`config.mk`:
```
export PLATFORM = sky130hd
export DESIGN_NAME = evgate_filter
export DESIGN_NICKNAME = d
export VERILOG_FILES = /design/src/rtl/evgate_pkg.sv /design/src/rtl/evgate_table.sv /design/src/rtl/evgate_match.sv /design/src/rtl/evgate_filter.sv
export SDC_FILE = /design/constraint.sdc
export NUM_CORES = 1
export LEC_CHECK = 0
export BUFFER_PORTS_ARGS = -buffer_cell sky130_fd_sc_hd__buf_4
export CAP_MARGIN = 20
export CORE_MARGIN = 5
export CORE_UTILIZATION = 30
export DETAILED_ROUTE_END_ITERATION = 6
export PLACE_DENSITY_LB_ADDON = 0.2
export SETUP_SLACK_MARGIN = 0.5
export SKIP_CTS_REPAIR_TIMING = 1
export SYNTH_ARGS = -nofsm -noshare
export SYNTH_HDL_FRONTEND = slang
export SYNTH_SLANG_ARGS = --single-unit
```
`constraint.sdc`:
```
create_clock -name clk -period 3.8 [get_ports clk]
set_clock_uncertainty 0.05 [all_clocks]
set_input_delay 0.19 -clock clk [delete_from_list [all_inputs] [get_ports clk]]
set_output_delay 0.19 -clock clk [all_outputs]
set_load 0.03 [all_outputs]
```
`src/rtl/evgate_pkg.sv`:
```
package evgate_pkg;
    parameter int CODE_W = 16;

    typedef logic signed [CODE_W-1:0] code_t;

    typedef struct packed {
        logic  used;
        logic  is_rng;
        code_t lo;
        code_t hi;
    } slot_t;

    // True when a stored slot admits the code.
    function automatic logic slot_hit(slot_t s, code_t c);
        if (!s.used)  return 1'b0;
        if (s.is_rng) return (c >= s.lo) && (c <= s.hi);
        return c == s.lo;
    endfunction

    // Band bounds must be strictly ordered; single codes always pass.
    function automatic logic bounds_ok(logic is_rng, code_t lo, code_t hi);
        return !is_rng || (lo < hi);
    endfunction
endpackage

```
`src/rtl/evgate_table.sv`:
```
module evgate_table
    import evgate_pkg::*;
#(
    parameter int DEPTH = 6,
    localparam int CNT_W = $clog2(DEPTH + 1)
) (
    input  logic                   clk,
    input  logic                   rst,
    input  logic                   clr,
    input  logic                   wr_en,
    input  logic                   wr_rng,
    input  code_t                  wr_lo,
    input  code_t                  wr_hi,
    output logic                   wr_err,
    output slot_t [DEPTH-1:0]      slots,
    output logic [CNT_W-1:0]       fill
);
    logic full;
    logic accept;
    logic refuse;

    assign full   = (fill == CNT_W'(DEPTH));
    assign accept = wr_en && !clr && !full && bounds_ok(wr_rng, wr_lo, wr_hi);
    assign refuse = wr_en && !clr && !accept;

    always_ff @(posedge clk) begin
        if (rst || clr) begin
            fill   <= '0;
            wr_err <= 1'b0;
        end else begin
            wr_err <= refuse;
            if (accept) fill <= fill + 1'b1;
        end
    end

    for (genvar i = 0; i < DEPTH; i++) begin : g_slot
        always_ff @(posedge clk) begin
            if (rst || clr) begin
                slots[i] <= '0;
            end else if (accept && fill == CNT_W'(i)) begin
                slots[i].used   <= 1'b1;
                slots[i].is_rng <= wr_rng;
                slots[i].lo     <= wr_lo;
                slots[i].hi     <= wr_rng ? wr_hi : wr_lo;
            end
        end
    end
endmodule

```
`src/rtl/evgate_match.sv`:
```
module evgate_match
    import evgate_pkg::*;
#(
    parameter int DEPTH = 6
) (
    input  logic              clk,
    input  logic              rst,
    input  slot_t [DEPTH-1:0] slots,
    input  logic              code_vld,
    input  code_t             code_in,
    output logic              pass_vld,
    output logic              pass
);
    logic [DEPTH-1:0] hit;

    for (genvar i = 0; i < DEPTH; i++) begin : g_cmp
        assign hit[i] = slot_hit(slots[i], code_in);
    end

    always_ff @(posedge clk) begin
        if (rst) begin
            pass_vld <= 1'b0;
            pass     <= 1'b0;
        end else begin
            pass_vld <= code_vld;
            pass     <= code_vld && (|hit);
        end
    end
endmodule

```
`src/rtl/evgate_filter.sv`:
```
module evgate_filter
    import evgate_pkg::*;
#(
    parameter int DEPTH = 6,
    localparam int CNT_W = $clog2(DEPTH + 1),
    localparam int IDX_W = $clog2(DEPTH)
) (
    input  logic              clk,
    input  logic              rst,
    input  logic              clr,
    input  logic              wr_en,
    input  logic              wr_rng,
    input  logic [CODE_W-1:0] wr_lo,
    input  logic [CODE_W-1:0] wr_hi,
    output logic              wr_err,
    input  logic              code_vld,
    input  logic [CODE_W-1:0] code_in,
    output logic              pass_vld,
    output logic              pass,
    input  logic [IDX_W-1:0]  rd_idx,
    output logic              rd_valid,
    output logic              rd_range,
    output logic [CODE_W-1:0] rd_lo,
    output logic [CODE_W-1:0] rd_hi
);
    slot_t [DEPTH-1:0] slots;
    logic [CNT_W-1:0]  fill;
    slot_t             rd_slot;

    evgate_table #(.DEPTH(DEPTH)) u_table (
        .clk    (clk),
        .rst    (rst),
        .clr    (clr),
        .wr_en  (wr_en),
        .wr_rng (wr_rng),
        .wr_lo  (code_t'(wr_lo)),
        .wr_hi  (code_t'(wr_hi)),
        .wr_err (wr_err),
        .slots  (slots),
        .fill   (fill)
    );

    evgate_match #(.DEPTH(DEPTH)) u_match (
        .clk      (clk),
        .rst      (rst),
        .slots    (slots),
        .code_vld (code_vld),
        .code_in  (code_t'(code_in)),
        .pass_vld (pass_vld),
        .pass     (pass)
    );

    // Read mux: unused slots are held at zero, so an idle index reads zero.
    always_comb begin
        rd_slot = '0;
        for (int i = 0; i < DEPTH; i++) begin
            if (rd_idx == IDX_W'(i)) rd_slot = slots[i];
        end
    end

    assign rd_valid = rd_slot.used;
    assign rd_range = rd_slot.is_rng;
    assign rd_lo    = rd_slot.lo;
    assign rd_hi    = rd_slot.hi;
endmodule

```
==> impl_metrics.ini <==
[outcome]
outcome = finished, final reports clean

[drt]
antenna_violating_nets_post_route = 0
detail_route.wl_per_cell_um = 21.7
wl_um = 53000
via_count = 12900
number_of_design_rule_violations_left_by_the_first_detailed_router_iteration = 874
drt_pre_antenna_iters = 5
drt_drc_violations_left = 0
detail_route.vias_per_cell = 5.27

[cts]
clock_pin_slew_on_the_worst_setup_and_hold_paths_ps = 60
worstSkewPairLatency_ps = 540
numClockSinks = 210
cts-buffers-inserted = 26
cts_max_level = 1
tritoncts_clock_tree = built
clk_path_buf_depth = 3
cts_root_buf = clkbuf_16

[pwr]
cell_internal_pwr_mw = 4.13
p_leak_nw = 6.32
switching_share = 0.272
switching_power_mw = 1.54
power.clock.fraction = 0.476
vdd_drop_max_mv = 0.326
p_comb_frac = 0.132
power-per-cell-area_nw_per_um2 = 343
pwr-share-seq = 0.392

[timing]
final.min_clock_period_ps = 2880
finalSetupTns_ps = 0
relSlewSlack = 0.447
max_clock_freq_ghz = 0.348
final_max_slew_viols = 0
setup_viol = 0
finalHoldViolCount = 0
worst_pin_slew_ps = 829
grt_setup_unrepaired = no
final_cycle_utilization_of_the_critical_path = 0.757

[global_routing]
antenna_found_initial = 0
first_global_vias = 12500
globalRouteOverflowTotal = 0
grt_first_pass_wirelength_um = 78600
grt_start_max_net_pins = 68
grt.total_usage = 0.201

[synthesis]
ys_seq_area_frac = 0.298
synth_enable_flop_cells = 0
async_flop_share = 0
synth_cell_type_count = 62
post_synth.cell_area_avg_sq_um = 8.06
synth_ff_type = dfxtp_1
syn_inst = 1748
syn-cell-area_sq_um = 14100
synth_warnings = 0
synth-seq-cells = 210
syn_nets = 2017

[final_layout]
area_delta_synth_final_pct = 17.4
share_of_cells_above_drive_strength_1 = 0.102
layoutNonFillerInstCount = 2441
final_nets = 2084
fill_cells = 4882

[floorplanning]
dieWidth_um = 227
die_area_sq_um = 51400
placement_rows = 79
floorplan.initialDensity = 0.303
i_o_pin_count = 94
area_of_the_placeable_core_sq_um = 46600
die_h_um = 227

[placement]
place_congestion = 0.876
number_of_cells_after_detailed_placement = 2375
numPortBuffers = 93
final_hpwl_from_detailed_placement_um = 39100

[min_path]
hold_depth = 4
min_path_type = input port to flop

[worst_setup_path]
path_cells = inv_1 > ha_1 > nand4_1 > or4_1 > a21o_1 > a31o_1 > o311ai_1 > and3_1 > a31oi_1 > a311oi_1
critical_path_buf_inv_count = 1
r2r.worst_path.cells = 10
crit_path_start_kind = flop
worst_setup_path_end_kind = flop
crit_path_max_fanout = 4
critPathArrivalTime_ps = 3290
worst-path-stages = 10
critical-path-top-delay-family = simple AND/OR/NAND/NOR gates
critical_path_required_ps = 4220
timing.critical_path.slowest_stage_cell = or4_1
worst-setup-path-type = flop to flop
critical-path-max-stage-delay_ps = 700

[job]
drv.max_cap_violation_count = 0
stage by stage:
| step | setup slack [ps] | hold slack (ps) | utilization | total power [mW] | cell area (sq um) |
|---|---|---|---|---|---|
| floorplan | 1440 | 207 | - | 2.69 | 14100 |
| global placement | 983 | 398 | 0.332 | 2.99 | 15400 |
| detailed placement | 953 | 392 | 0.332 | 3.00 | 15400 |
| CTS | 965 | -188 | 0.351 | 5.71 | 16400 |
| global route | 830 | 66.3 | 0.355 | 5.88 | 16500 |
| finish | 923 | 26.9 | 0.356 | 5.67 | 16600 |
layout by cell type, fill, tap and decap left out, types with 9 or more instances in the layout:
| master | instances |
|---|---|
| o21ai_0 | 115 |
| a21o_1 | 38 |
| and4_1 | 9 |
| mux2_2 | 17 |
| buf_4 | 108 |
| nand3_1 | 206 |
| a21oi_1 | 97 |
| dfxtp_1 | 210 |
| nor2b_1 | 11 |
| nand4_1 | 35 |
| ha_1 | 212 |
| nor2_1 | 68 |
| o21ai_1 | 93 |
| nand2_1 | 93 |
| o221ai_1 | 30 |
| a211oi_1 | 9 |
| inv_1 | 221 |
| mux2i_1 | 81 |
| clkbuf_16 | 27 |
| dlygate4sd3_1 | 19 |
registers in the layout, indices dropped and copies added, names as in the netlist:
name	count
u_table.slots	204
u_table.fill	3
u_match.pass	1
u_match.pass_vld	1
u_table.wr_err	1
worst min-delay path: stages:
cell      delay (ps)
buf_4            110
a211oi_1          70
a31oi_1          170
nor2_1            50
path summary, 6_finish.rpt:
| kind | from | to | slack (ps) |
|---|---|---|---|
| worst max register to register | u_table.slots[49]$_SDFFE_PP0P_ | u_match.pass$_SDFF_PP0_ | 920 |
| worst min register to register | u_table.slots[135]$_SDFFE_PP0P_ | u_table.slots[135]$_SDFFE_PP0P_ | 430 |
| worst min-delay path | clr | u_table.slots[134]$_SDFFE_PP0P_ | 30 |
| worst max-delay path | u_table.slots[49]$_SDFFE_PP0P_ | u_match.pass$_SDFF_PP0_ | 920 |
final cells by class:
cell class / count / area (sq um) / share of cell area
clock inverter: 12 / 178 / 0.0107
timing repair buffer: 135 / 1160 / 0.0701
multi-input combinational: 1221 / 8680 / 0.524
clock buffer: 34 / 742 / 0.0448
sequential: 210 / 4200 / 0.254
antenna: 1 / 2.50 / 0.000151
tap: 607 / 759 / 0.0459
inverter: 221 / 830 / 0.0501
synthesized netlist by cell type, drive strengths merged, types with 4 or more instances:
cell type  number  area (sq um)
o22ai           4          25.0
and4            9          78.8
mux2i          81           811
a31oi           7          50.1
dfxtp         210          4200
buf            45           204
o211ai          7          52.6
o21bai          4          30.0
o21ai         208          1040
inv           221           830
nor2b          11          68.8
a21o           38           285
nand4          35           219
o2111ai         4          35.0
a21oi          97           485
nor2           69           259
o221ai         30           263
nand3         206          1030
and3            6          37.5
o21a            8          60.1
nand2          93           349
nor3            8          40.0
mux2           17           191
clkbuf         51           193
nand2b          8          50.1
ha            212          2650
mux4            4          90.1
a211oi          9          67.6
power by group through the flow:
| stage | combinational [mW] | sequential (mW) | clock, mW |
|---|---|---|---|
| 2_1_floorplan | 0.414 | 2.27 | 0 |
| 3_3_place_gp | 0.716 | 2.27 | 0 |
| 3_5_place_dp | 0.726 | 2.27 | 0 |
| 4_1_cts | 0.730 | 2.22 | 2.76 |
| 5_1_grt | 0.823 | 2.22 | 2.84 |
| 6_report | 0.748 | 2.22 | 2.70 |
kinds of logic (layout without fill, tap and decap cells):
kind of cell               Yosys count  count (layout)  share of synthesized area
AOI/OAI and AO/OA                  442             442                      0.187
xor gates and xnor gates             4               4                    0.00249
adders and majority gates          212             212                      0.188
buffers and inverters              317             402                     0.0870
DFF                                210             210                      0.298
muxes                              102             102                     0.0775
other                                0               1                          0
and+or+nand+nor                    461             461                      0.160
routing by layer:
metal | vias up | share of wire | GRT usage
met2 | 336 | 0.43 | 0.313
met1 | 6095 | 0.48 | 0.285
met5 | - | 0 | 0
li1 | 6358 | - | -
met4 | 0 | 0.034 | 0.0633
met3 | 79 | 0.061 | 0.0346
Note: power is estimated with default switching activity, not from simulation.
